==> config.mk <==
export PLATFORM = sky130hd
export DESIGN_NAME = uart_tx_dbuf
export DESIGN_NICKNAME = d
export VERILOG_FILES = /design/src/rtl/uart_tx_pkg.sv /design/src/rtl/uart_tx_bitclk.sv /design/src/rtl/uart_tx_holdbuf.sv /design/src/rtl/uart_tx_fsm.sv /design/src/rtl/uart_tx_dbuf.sv
export SDC_FILE = /design/constraint.sdc
export NUM_CORES = 1
export LEC_CHECK = 0
export ABC_AREA = 1
export BUFFER_PORTS_ARGS = -buffer_cell sky130_fd_sc_hd__clkbuf_2
export CAP_MARGIN = 20
export CORE_AREA = 2 2 57 59
export CTS_CLUSTER_SIZE = 25
export DETAILED_ROUTE_END_ITERATION = 12
export DIE_AREA = 0 0 59 61
export PLACE_DENSITY_LB_ADDON = 0.15
export SLEW_MARGIN = 10
export SYNTH_ARGS = -nofsm -noshare
export SYNTH_HDL_FRONTEND = slang
export SYNTH_SLANG_ARGS = --single-unit
==> constraint.sdc <==
create_clock -name clk -period 1.7 [get_ports clk]
set_clock_uncertainty 0.2 [all_clocks]
set_input_delay 0.34 -clock clk [delete_from_list [all_inputs] [get_ports clk]]
set_output_delay 0.34 -clock clk [all_outputs]
set_load 0.01 [all_outputs]
==> src/rtl/uart_tx_pkg.sv <==
package uart_tx_pkg;

    typedef enum logic [2:0] {
        TX_IDLE,
        TX_START,
        TX_DATA,
        TX_PARITY,
        TX_STOP1,
        TX_STOP2
    } tx_state_t;

    typedef struct packed {
        logic len8;
        logic par_en;
        logic par_odd;
        logic stop2;
    } tx_fmt_t;

endpackage

==> src/rtl/uart_tx_bitclk.sv <==
module uart_tx_bitclk #(
    parameter int OVERSAMPLE = 16
) (
    input  logic clk,
    input  logic rst_n,
    input  logic baud_tick,
    output logic bit_stb
);
    localparam int CW = (OVERSAMPLE > 1) ? $clog2(OVERSAMPLE) : 1;
    localparam logic [CW-1:0] LAST = CW'(OVERSAMPLE - 1);

    logic [CW-1:0] phase_q;

    always_ff @(posedge clk) begin
        if (!rst_n) begin
            phase_q <= '0;
        end else if (baud_tick) begin
            phase_q <= (phase_q == LAST) ? '0 : phase_q + 1'b1;
        end
    end

    assign bit_stb = baud_tick && (phase_q == LAST);
endmodule

==> src/rtl/uart_tx_holdbuf.sv <==
module uart_tx_holdbuf #(
    parameter int DATA_W = 8
) (
    input  logic              clk,
    input  logic              rst_n,
    input  logic              wr_en,
    input  logic [DATA_W-1:0] wr_data,
    input  logic              take,
    output logic [DATA_W-1:0] hold_data,
    output logic              hold_empty
);
    always_ff @(posedge clk) begin
        if (!rst_n) begin
            hold_data  <= '0;
            hold_empty <= 1'b1;
        end else begin
            if (wr_en) begin
                hold_data <= wr_data;
            end
            // a write on the same edge as a take keeps the buffer full
            if (wr_en) begin
                hold_empty <= 1'b0;
            end else if (take) begin
                hold_empty <= 1'b1;
            end
        end
    end
endmodule

==> src/rtl/uart_tx_fsm.sv <==
module uart_tx_fsm
    import uart_tx_pkg::*;
#(
    parameter int DATA_W = 8
) (
    input  logic              clk,
    input  logic              rst_n,
    input  logic              bit_stb,
    input  logic              hold_empty,
    input  logic [DATA_W-1:0] hold_data,
    input  tx_fmt_t           fmt_in,
    output logic              take,
    output logic              txd,
    output logic              shift_done
);
    localparam int BW = $clog2(DATA_W);
    localparam logic [BW-1:0] LAST8 = BW'(DATA_W - 1);
    localparam logic [BW-1:0] LAST7 = BW'(DATA_W - 2);
    localparam logic [DATA_W-1:0] MASK7 = {1'b0, {(DATA_W-1){1'b1}}};

    tx_state_t       state_q, state_d;
    logic [DATA_W-1:0] shreg_q;
    logic [BW-1:0]   bitn_q;
    tx_fmt_t         fmt_q;
    logic            par_q;
    logic            last_data;
    logic [DATA_W-1:0] active_bits;

    assign last_data   = (bitn_q == (fmt_q.len8 ? LAST8 : LAST7));
    assign active_bits = hold_data & (fmt_in.len8 ? '1 : MASK7);

    // next state and buffer handoff
    always_comb begin
        state_d = state_q;
        take    = 1'b0;
        if (bit_stb) begin
            unique case (state_q)
                TX_IDLE: begin
                    if (!hold_empty) begin
                        take    = 1'b1;
                        state_d = TX_START;
                    end
                end
                TX_START:  state_d = TX_DATA;
                TX_DATA: begin
                    if (last_data) begin
                        state_d = fmt_q.par_en ? TX_PARITY : TX_STOP1;
                    end
                end
                TX_PARITY: state_d = TX_STOP1;
                TX_STOP1: begin
                    if (fmt_q.stop2) begin
                        state_d = TX_STOP2;
                    end else if (!hold_empty) begin
                        take    = 1'b1;
                        state_d = TX_START;
                    end else begin
                        state_d = TX_IDLE;
                    end
                end
                TX_STOP2: begin
                    if (!hold_empty) begin
                        take    = 1'b1;
                        state_d = TX_START;
                    end else begin
                        state_d = TX_IDLE;
                    end
                end
                default:   state_d = TX_IDLE;
            endcase
        end
    end

    // state register and datapath
    always_ff @(posedge clk) begin
        if (!rst_n) begin
            state_q    <= TX_IDLE;
            shreg_q    <= '0;
            bitn_q     <= '0;
            fmt_q      <= '0;
            par_q      <= 1'b0;
            shift_done <= 1'b1;
        end else begin
            state_q <= state_d;
            if (take) begin
                shreg_q <= hold_data;
                fmt_q   <= fmt_in;
                par_q   <= (^active_bits) ^ fmt_in.par_odd;
                bitn_q  <= '0;
            end else if (bit_stb && state_q == TX_DATA) begin
                shreg_q <= shreg_q >> 1;
                bitn_q  <= bitn_q + 1'b1;
            end
            if (take) begin
                shift_done <= 1'b0;
            end else if (state_d == TX_IDLE && state_q != TX_IDLE) begin
                shift_done <= 1'b1;
            end
        end
    end

    // line output
    always_comb begin
        unique case (state_q)
            TX_IDLE:   txd = 1'b1;
            TX_START:  txd = 1'b0;
            TX_DATA:   txd = shreg_q[0];
            TX_PARITY: txd = par_q;
            TX_STOP1:  txd = 1'b1;
            TX_STOP2:  txd = 1'b1;
            default:   txd = 1'b1;
        endcase
    end
endmodule

==> src/rtl/uart_tx_dbuf.sv <==
module uart_tx_dbuf
    import uart_tx_pkg::*;
#(
    parameter int DATA_W     = 8,
    parameter int OVERSAMPLE = 16
) (
    input  logic              clk,
    input  logic              rst_n,
    input  logic              baud_tick,
    input  logic              wr_en,
    input  logic [DATA_W-1:0] wr_data,
    input  logic              cfg_len8,
    input  logic              cfg_par_en,
    input  logic              cfg_par_odd,
    input  logic              cfg_stop2,
    input  logic              cfg_irq_sel,
    output logic              txd,
    output logic              buf_empty,
    output logic              shift_done,
    output logic              tx_irq
);
    logic              bit_stb;
    logic              take;
    logic [DATA_W-1:0] hold_data;
    tx_fmt_t           fmt_in;
    logic              irq_src;
    logic              irq_src_q;

    assign fmt_in = '{len8: cfg_len8, par_en: cfg_par_en,
                      par_odd: cfg_par_odd, stop2: cfg_stop2};

    uart_tx_bitclk #(.OVERSAMPLE(OVERSAMPLE)) u_bitclk (
        .clk       (clk),
        .rst_n     (rst_n),
        .baud_tick (baud_tick),
        .bit_stb   (bit_stb)
    );

    uart_tx_holdbuf #(.DATA_W(DATA_W)) u_hold (
        .clk        (clk),
        .rst_n      (rst_n),
        .wr_en      (wr_en),
        .wr_data    (wr_data),
        .take       (take),
        .hold_data  (hold_data),
        .hold_empty (buf_empty)
    );

    uart_tx_fsm #(.DATA_W(DATA_W)) u_fsm (
        .clk        (clk),
        .rst_n      (rst_n),
        .bit_stb    (bit_stb),
        .hold_empty (buf_empty),
        .hold_data  (hold_data),
        .fmt_in     (fmt_in),
        .take       (take),
        .txd        (txd),
        .shift_done (shift_done)
    );

    // interrupt: rising edge of the selected flag
    assign irq_src = cfg_irq_sel ? shift_done : buf_empty;

    always_ff @(posedge clk) begin
        if (!rst_n) begin
            irq_src_q <= 1'b1;
        end else begin
            irq_src_q <= irq_src;
        end
    end

    assign tx_irq = irq_src & ~irq_src_q;
endmodule

==> results of run 1 <==
path summary, 6_finish.rpt:
check | to | slack, ns | from
setup reg to reg | u_fsm.shreg_q[2] | -0.02 | u_fsm.state_q[0]
hold / removal | u_hold.hold_data[5] | 0.02 | wr_data[5]
hold reg to reg | u_fsm.shreg_q[1] | 0.26 | u_fsm.shreg_q[1]
setup / recovery | txd | -0.06 | u_fsm.state_q[0]
metal layers:
metal  GRT usage  vias to the layer above  wire, um
li1            -                      794         -
met3     0.05757                        9       132
met4     0.08766                        0        66
met1      0.2264                      683      1462
met2      0.3460                       31      1728
met5           0                        -         0
where the power goes:
part | switching, mW | internal (mW)
registers | 0.0215 | 0.790
logic | 0.0723 | 0.0559
clock network | 0.268 | 0.351
state kept, by name (all words and copies together) (netlist names):
signal	flops
irq_src_q	1
u_fsm.shreg_q	8
u_fsm.fmt_q	3
u_fsm.par_q	1
u_hold.hold_data	8
u_hold.hold_empty	1
u_fsm.bitn_q	3
u_fsm.shift_done	1
u_bitclk.phase_q	4
u_fsm.state_q	3
worst min-delay path: cells and delay by family:
| kind | cells | cell delay [ns] |
|---|---|---|
| simple gates | 2 | 0.11 |
| buf+inv | 1 | 0.07 |
kinds of logic after synthesis:
group | Yosys count | share of synthesized area
AND/OR/NAND/NOR | 101 | 0.2953
buffers and inverters | 28 | 0.07442
flip-flops | 33 | 0.4180
AO/OA/AOI/OAI | 47 | 0.1631
adder cells (fa/ha/maj) | 2 | 0.01583
XOR/XNOR | 6 | 0.03325
cells in the final DEF (no fill, tap or decap), types with 3 or more instances in the layout:
cell / netlist / final
a21oi_1: 19 / 18
a22oi_2: 0 / 4
buf_4: 1 / 14
buf_6: 1 / 4
clkbuf_2: 0 / 19
clkbuf_4: 0 / 5
dfxtp_1: 33 / 27
dfxtp_4: 0 / 4
inv_1: 19 / 19
nand2_1: 58 / 53
nand2_2: 1 / 4
nand3_1: 4 / 4
nor2_1: 23 / 23
nor2_4: 2 / 3
nor3_1: 3 / 3
o21ai_0: 18 / 13
o21ai_1: 1 / 3
o21ai_2: 0 / 3
xor2_1: 5 / 5
synthesized netlist by cell type, drive strengths merged:
cell,n
nor2,26
xnor2,1
buf,2
nand4,1
nand2b,1
o211ai,1
inv,22
nor3b,2
nor4,1
ha,2
nor3,3
xor2,5
nand3,6
a31oi,1
nand3b,2
dfxtp,33
clkbuf,2
clkinv,2
a21oi,20
a22oi,6
nand2,59
o21ai,19
timing repair:
action                                  in CTS  in global routing
endpoints found under the setup margin       2                 18
gates resized for setup                      9                 34
setup buffers                                4                  5
pin swaps                                    2                 12
stage by stage:
stage	TNS (ns)	power (mW)	hold slack [ns]	setup WS (ns)
floorplan	0	0.8976	0.2294	0.1230
global placement	0	0.9469	0.2527	0.09450
detailed placement	0	0.9489	0.2556	0.05687
CTS	-0.1338	1.564	0.005596	-0.1204
global route	-0.9139	1.617	0.01365	-0.1327
finish	-0.1616	1.558	0.01959	-0.06105
cell type report:
class / count / share of cell area
multi-input combinational: 156 / 0.4347
sequential: 33 / 0.3277
timing repair buffer: 39 / 0.1306
inverter: 24 / 0.04595
clock buffer: 7 / 0.02660
tap: 33 / 0.01995
clock inverter: 1 / 0.01451
==> qor.txt, run 1 <==
DR iter-0 viols: 111
Distinct cells, synth: 32
final instance area: 0.002069 mm2
DRC violations left: 0
Crit path buffers/inverters: 2
syn nets: 236
Clock Path Buffers: 2
Setup Viol. Count Final: 8
status: finished with violations
Power per Cell Area: 753.1 mW/mm2
Req. time, crit path: 1.16 ns
hold-critical path depth: 3
vias per inst: 5.177
area of the multi-input gates: 899.6 um2
IO Pins: 21
dpl cell area: 0.001770 mm2
Post-Layout Cell Count: 293
FILL cells: 268
ANT nets after route: 0
Final min period: 1.761 ns
vias in the first global route: 1314
Max Freq: 0.5678 GHz
Core Region: 0.002953 mm2
Area Overhead vs Synth: 30.96%
Starting Density: 0.5352
failing checks: setup timing
flops & latches, synth: 33
register area: 678.2 um2
ant diodes: 0
Mapped Cells: 217
depth of the CTS H-tree: 2
Max VDD drop: 590.9 uV
clk_lat worst skew: 0.34 ns
die width: 59 um
element type at the critical path start: flop
Synth Warn #: 0
Avg Cell Area, Syn: 7.282 um2
CP arrival: 1.22 ns
crit path cell chain: inv_4 -> nor2_4 -> nand2_2 -> o211ai_1 -> buf_2
Slew HR: 0.6608
Top delay family on crit path: flip-flops
final net count: 278
post-synth top area cell: dfxtp_1
Leak Pwr: 0.9019 nW
Yosys top cell area share: 0.4181
Post-Route Utilization: 0.7008
Root Driver: clkbuf_4
CP Capture Type: output pin
vias after detailed routing: 1517
I/O Buffers: 20
gr ovfl total: 0
total clock sinks: 33
final WL: 3389 um
Critical Path Stages: 5
Die Ht: 61 um
CP max stage cell: dfxtp_2
share of cells above drive strength 1: 0.3077
largest net degree at the start of global routing: 18
Max-cap violations: 0
worst r2r path cells: 10
Rows: 20
CP Max Fanout: 3
Worst Tran Pin Value: 0.5082 ns
total global-route track usage: 0.1986
DIE AREA: 0.003599 mm2
Hold Violations, Final: 0
largest stage delay on the critical path: 0.37 ns
initial antenna violation count: 0
DPL Wire Length: 2306 um
dominant cells by area after synthesis: dfxtp_1, nand2_1, a21oi_1
CTS Buf Count: 5
slack of the critical path: -0.06105 ns
Initial DRT Pass Iterations: 4
CTS clk-pin slew, worst paths: 0.10 ns
cts-stage hold buffer count: 0
crit path kind: reg -> out
Min-Delay Path Class: in -> reg
RSZ-0062 raised after global routing: yes
RD Place Congestion: 0.8764
cell count after placement: 276
CTS tree: done
Seq/Total Area, Yosys: 0.4181
Synth Cell Area: 0.001580 mm2
DR WL/cell: 11.57 um
fraction of the cycle the final worst path needs: 1.036
first-pass GRT wire length: 5340 um
Slew Limit Fails: 0
Note: power is estimated with default switching activity, not from simulation.
==> inputs of run 2 (changes only) <==
Settings changed: CORE_AREA 2 2 57 59 to 2 2 79 43, DIE_AREA 0 0 59 61 to 0 0 81 45, PLACE_DENSITY from default to 0.75, PLACE_DENSITY_LB_ADDON 0.15 to default.
==> run 2 against run 1 <==
- the flow still finishes with violations (setup timing)
- die area up 1.3%
- setup slack gained 0.061 ns
- via count about the same
- hold slack improved by 0.048 ns
- sequential share of layout area increased by 1.4 points
- clock-buffer cell count did not move
- power is 1.9% lower
- wire length increased by 2.8%
- fmax up 3.6%
- clock power fell by 3.7%
- utilization down 1.5 points
- critical endpoint unchanged
==> qor.txt, run 2 (same netlist as run 1, synthesis figures left out) <==
status: finished with violations
sw frac: 0.2392
RD Place Congestion: 0.8274
total clock sinks: 33
DPL Wire Length: 2298 um
Leak Pwr: 0.8599 nW
CTS Buf Count: 5
Req. time, crit path: 1.16 ns
CP arrival: 1.16 ns
share of cells above drive strength 1: 0.2598
Slew HR: 0.6722
Worst Tran Pin Value: 0.4912 ns
worst r2r path cells: 8
DR iter-0 viols: 74
Core Region: 0.002908 mm2
total power draw: 1.528 mW
hold-critical path depth: 3
Max Freq: 0.5882 GHz
CP Max Fanout: 2
CP Capture Type: output pin
Endpoint, Worst Hold: u_fsm.fmt_q[0]
Root Driver: clkbuf_8
Power per Cell Area: 766.7 mW/mm2
Die Ht: 45 um
I/O Buffers: 20
RSZ-0062 raised after global routing: yes
largest net degree at the start of global routing: 18
Final min period: 1.700 ns
Post-Layout Cell Count: 294
worst r2r src: u_fsm.state_q[0]
clock power share: 0.390
Critical Path Source: u_fsm.state_q[0]
reg2reg setup slack: 0.03 ns
Rows: 14
largest stage delay on the critical path: 0.36 ns
initial antenna violation count: 0
DIE AREA: 0.003645 mm2
ANT nets after route: 0
Largest regs: u_fsm.shreg_q: 8 flops, u_hold.hold_data: 8 flops, u_bitclk.phase_q: 4 flops
Max VDD drop: 619.6 uV
gr ovfl total: 0
IO Pins: 21
commonest non-fill, non-tap cell in the layout: nand2_1
clk_lat worst skew: 0.29 ns
most frequent cells in the layout: nand2_1, dfxtp_1, nor2_1
Setup Viol. Count Final: 1
hold path start: cfg_stop2
cell count after placement: 280
Area Overhead vs Synth: 26.13%
total global-route track usage: 0.2099
slack of the critical path: -0.0001066 ns
final WL: 3485 um
CTS clk-pin slew, worst paths: 0.07 ns
Top delay family on crit path: flip-flops
Post-Route Utilization: 0.6855
Reg power frac: 0.532
CTS tree: done
crit path kind: reg -> out
first-pass GRT wire length: 5720 um
failing checks: setup timing
Max-cap violations: 0
Clock Path Buffers: 2
vias in the first global route: 1354
DR WL/cell: 11.85 um
Initial DRT Pass Iterations: 4
Hold Violations, Final: 0
Slew Limit Fails: 0
pre-CTS WS: 0.03467 ns
depth of the CTS H-tree: 2
crit path cell chain: inv_4 -> nor2_4 -> nand2_2 -> o211ai_1 -> buf_2
Starting Density: 0.5435
fraction of the cycle the final worst path needs: 1.000
Pint: 1.163 mW
die width: 81 um
ant diodes: 0
cts-stage hold buffer count: 0
Reg2Reg Capture Point: u_fsm.shreg_q[3]
CP max stage cell: dfxtp_2
DRC violations left: 0
final net count: 273
vias after detailed routing: 1516
Crit path buffers/inverters: 2
Logic pwr share: 0.078
vias per inst: 5.156
element type at the critical path start: flop
Psw: 0.3655 mW
Min-Delay Path Class: in -> reg
==> run 2: changes by cell type in the layout (fill, tap and decap cells not counted), moves of 3 or more <==
cell,before,now
a22oi_1,2,5
a22oi_2,4,1
buf_4,14,10
clkbuf_4,5,0
clkbuf_8,1,6
nand2_1,53,56
==> run 2: worst reg2reg max path: cells and delay by family (launching register included) <==
kind                   cells  cell delay [ns]
AO/OA/AOI/OAI              2             0.24
flip-flops                 1             0.36
buffers and inverters      2             0.17
AND/OR/NAND/NOR            4             0.61
==> run 2: power groups by stage <==
stage	sequential, mW	clock [mW]	combinational [mW]
floorplan	0.826	0	0.0721
CTS	0.812	0.614	0.116
detailed placement	0.831	0	0.114
finish	0.813	0.596	0.119
global route	0.815	0.634	0.135
global placement	0.829	0	0.111
==> run 2: metrics by stage <==
step                hold slack, ns  setup TNS, ns  cell area (um2)
finish                     0.06755     -0.0001066             1993
global route               0.07868        -0.4069             1993
CTS                        0.06788       -0.03621             1888
detailed placement          0.2509              0             1757
global placement            0.2517              0             1757
floorplan                   0.2294              0             1580
==> run 2: how the worst max path moves through the flow <==
stage | endpoint | slack, ns | cells past startpoint
after floorplan | u_fsm.par_q | 0.12 | 8
after global placement | u_fsm.shift_done | 0.07 | 11
after detailed placement | u_fsm.shift_done | 0.03 | 11
after CTS | txd | -0.04 | 5
after global routing | u_fsm.par_q | -0.06 | 9
final | txd | -0.0001 | 5
==> run 2: layout make-up <==
cell class / instances / area, um2
fill: 248 / 914.6
multi-input combinational: 157 / 862.1
tap: 40 / 50.05
sequential: 33 / 681.9
clock buffer: 7 / 86.33
inverter: 24 / 95.09
timing repair buffer: 33 / 217.7
==> run 2: timing repair <==
| item | in CTS | in global routing |
|---|---|---|
| pin swaps | 2 | 7 |
| setup buffers | 2 | 4 |
| gates resized for setup | 8 | 22 |
| gates cloned | 0 | 1 |
| endpoints found under the setup margin | 2 | 17 |
==> run 2: metal layers <==
layer  vias up  wire length (um)  track usage  share of wire
li1        779                 -            -              -
met3        11               180      0.04800          0.052
met1       693              1583       0.2569           0.45
met4         0                83       0.1085          0.024
met5         -                 0            0              0
met2        33              1637       0.3554           0.47
==> inputs of run 3 (changes only) <==
Settings changed: CORE_AREA 2 2 79 43 to 2 2 86 47, DIE_AREA 0 0 81 45 to 0 0 88 49, PLACE_DENSITY 0.75 to 0.69, SYNTH_HIERARCHICAL from default to 1.
==> run 3 against run 2 <==
- the flow still finishes with violations (setup timing)
- fmax shrank 2.8%
- largest power group unchanged
- utilization decreased by 5.8 points
- sequential share of layout area decreased by 4.4 points
- synthesized cell count up 16%
- critical path type unchanged
- largest cell class unchanged
- via count is 9.0% higher
- critical endpoint unchanged
- sequential power about the same
- clock-buffer cell count stayed put
- setup slack lost 0.049 ns
- non-clock buffer count rose by 11
==> qor.txt, run 3 <==
Endpoint, Worst Hold: u_fsm/shift_done
Setup Viol. Count Final: 4
DR iter-0 viols: 175
Distinct cells, synth: 28
DRC violations left: 0
dominant cells by area after synthesis: dfxtp_1, nand2_1, inv_1
Starting Density: 0.4741
Core Region: 0.003623 mm2
worst r2r path cells: 10
Reg power frac: 0.464
commonest non-fill, non-tap cell in the layout: nand2_1
slack of the critical path: -0.04894 ns
Initial DRT Pass Iterations: 4
Root Driver: clkbuf_8
status: finished with violations
Rows: 16
Max VDD drop: 447.3 uV
worst r2r src: u_bitclk/phase_q[1]
Yosys top cell area share: 0.3846
RSZ-0062 raised after global routing: yes
Min-Delay Path Class: in -> reg
Largest regs: u_fsm/shreg_q: 8 flops, u_hold/hold_data: 8 flops, u_bitclk/phase_q: 4 flops
first-pass GRT wire length: 6603 um
Seq/Total Area, Yosys: 0.3846
Req. time, crit path: 1.16 ns
Pint: 1.342 mW
CP Capture Type: output pin
RD Place Congestion: 0.9257
CTS clk-pin slew, worst paths: 0.07 ns
ant diodes: 0
Slew Limit Fails: 0
Post-synth EDFFs: 0
Max Freq: 0.5718 GHz
CP arrival: 1.21 ns
largest net degree at the start of global routing: 18
Psw: 0.4159 mW
pre-CTS WS: 0.02784 ns
Clock Path Buffers: 2
dpl cell area: 0.001909 mm2
Reg2Reg Capture Point: u_fsm/shreg_q[0]
final instance area: 0.002273 mm2
ANT nets after route: 0
most numerous cell in the Yosys netlist: nand2_1
clock power share: 0.445
final net count: 313
Max-cap violations: 0
Synth Cell Area: 0.001718 mm2
DPL Wire Length: 2686 um
Die Ht: 49 um
Mapped Cells: 251
Async SR Flop Fraction: 0
initial antenna violation count: 0
Leak Pwr: 1.063 nW
vias after detailed routing: 1652
final WL: 4147 um
CP Max Fanout: 6
CTS tree: done
Synth Flop Type: dfxtp_1
total clock sinks: 33
reg2reg setup slack: -0.03 ns
fraction of the cycle the final worst path needs: 1.029
hold-critical path depth: 2
Worst Tran Pin Value: 0.4289 ns
crit path kind: reg -> out
DR WL/cell: 11.88 um
DIE AREA: 0.004312 mm2
vias per inst: 4.734
post-synth top area cell: dfxtp_1
Logic pwr share: 0.092
Critical Path Source: u_fsm/state_q[1]
clk_lat worst skew: 0.29 ns
Avg Cell Area, Syn: 6.844 um2
vias in the first global route: 1424
hold path start: rst_n
die width: 88 um
Hold Violations, Final: 0
total power draw: 1.758 mW
top post-synthesis cells by count: nand2_1, dfxtp_1, inv_1
IO Pins: 21
Synth Warn #: 6
Post-Route Utilization: 0.6274
CTS Buf Count: 5
gr ovfl total: 0
total global-route track usage: 0.2044
I/O Buffers: 20
Final min period: 1.749 ns
element type at the critical path start: flop
share of cells above drive strength 1: 0.3322
syn nets: 270
Power per Cell Area: 773.1 mW/mm2
failing checks: setup timing
flops & latches, synth: 33
Slew HR: 0.7138
depth of the CTS H-tree: 2
most frequent cells in the layout: nand2_1, inv_1, dfxtp_1
Area Overhead vs Synth: 32.34%
sw frac: 0.2366
[run 3: metal layers]
layer / up-vias / global-route usage / part of all wire
met1: 707 / 0.3152 / 0.51
met4: 0 / 0.09231 / 0.036
met2: 68 / 0.2563 / 0.39
li1: 859 / - / -
met5: - / 0 / 0
met3: 18 / 0.05584 / 0.071
[run 3: critical path, cell delays in order (launching register included)]
cell     delay (ns)
dfxtp_4        0.39
nand2_4        0.10
nor2_4         0.04
a22oi_2        0.15
nand3_1        0.09
buf_2          0.14
[run 3: worst max path at each step]
stage | to | slack (ns) | cells past startpoint
after floorplan | u_fsm/bitn_q[2] | 0.02 | 10
after global placement | txd | 0.04 | 6
after detailed placement | u_fsm/shreg_q[0] | 0.03 | 10
after CTS | txd | -0.04 | 5
after global routing | u_fsm/shift_done | -0.10 | 12
final | txd | -0.05 | 5
[run 3: power groups by stage]
stage	registers [mW]	clock network [mW]	logic (mW)
2_1_floorplan	0.830	0	0.106
3_3_place_gp	0.833	0	0.150
3_5_place_dp	0.833	0	0.152
4_1_cts	0.813	0.800	0.152
5_1_grt	0.818	0.840	0.187
6_report	0.815	0.781	0.161
[run 3: layout make-up]
type	instances	area [um2]
tap	54	67.56
inverter	35	146.4
clock inverter	1	30.03
timing repair buffer	44	291.5
sequential	33	678.2
clock buffer	7	86.33
fill	314	1350
multi-input combinational	175	973.4
[run 3: metrics by stage]
| stage | setup TNS [ns] | hold WS, ns | instances |
|---|---|---|---|
| floorplan | 0 | 0.2087 | 251 |
| global placement | 0 | 0.2509 | 329 |
| detailed placement | 0 | 0.2562 | 329 |
| CTS | -0.03929 | 0.08556 | 340 |
| global route | -0.5967 | 0.1093 | 349 |
| finish | -0.09656 | 0.08926 | 349 |
[run 3: logic make-up after synthesis]
kind of cell    Yosys count  synth area share
simple gates            131            0.3277
buf+inv                  43            0.1202
compound gates           35            0.1173
flops                    33            0.3846
xor+xnor                  7           0.03569
fa+ha+maj                 2           0.01456
[run 3: timing repair]
| action | 4_1_cts | 5_1_grt |
|---|---|---|
| hold buffers | 0 | 0 |
| buffers inserted | 3 | 9 |
| setup endpoints to repair | 1 | 15 |
| cloned | 0 | 0 |
| pin swaps | 3 | 11 |
| resized for setup | 17 | 32 |
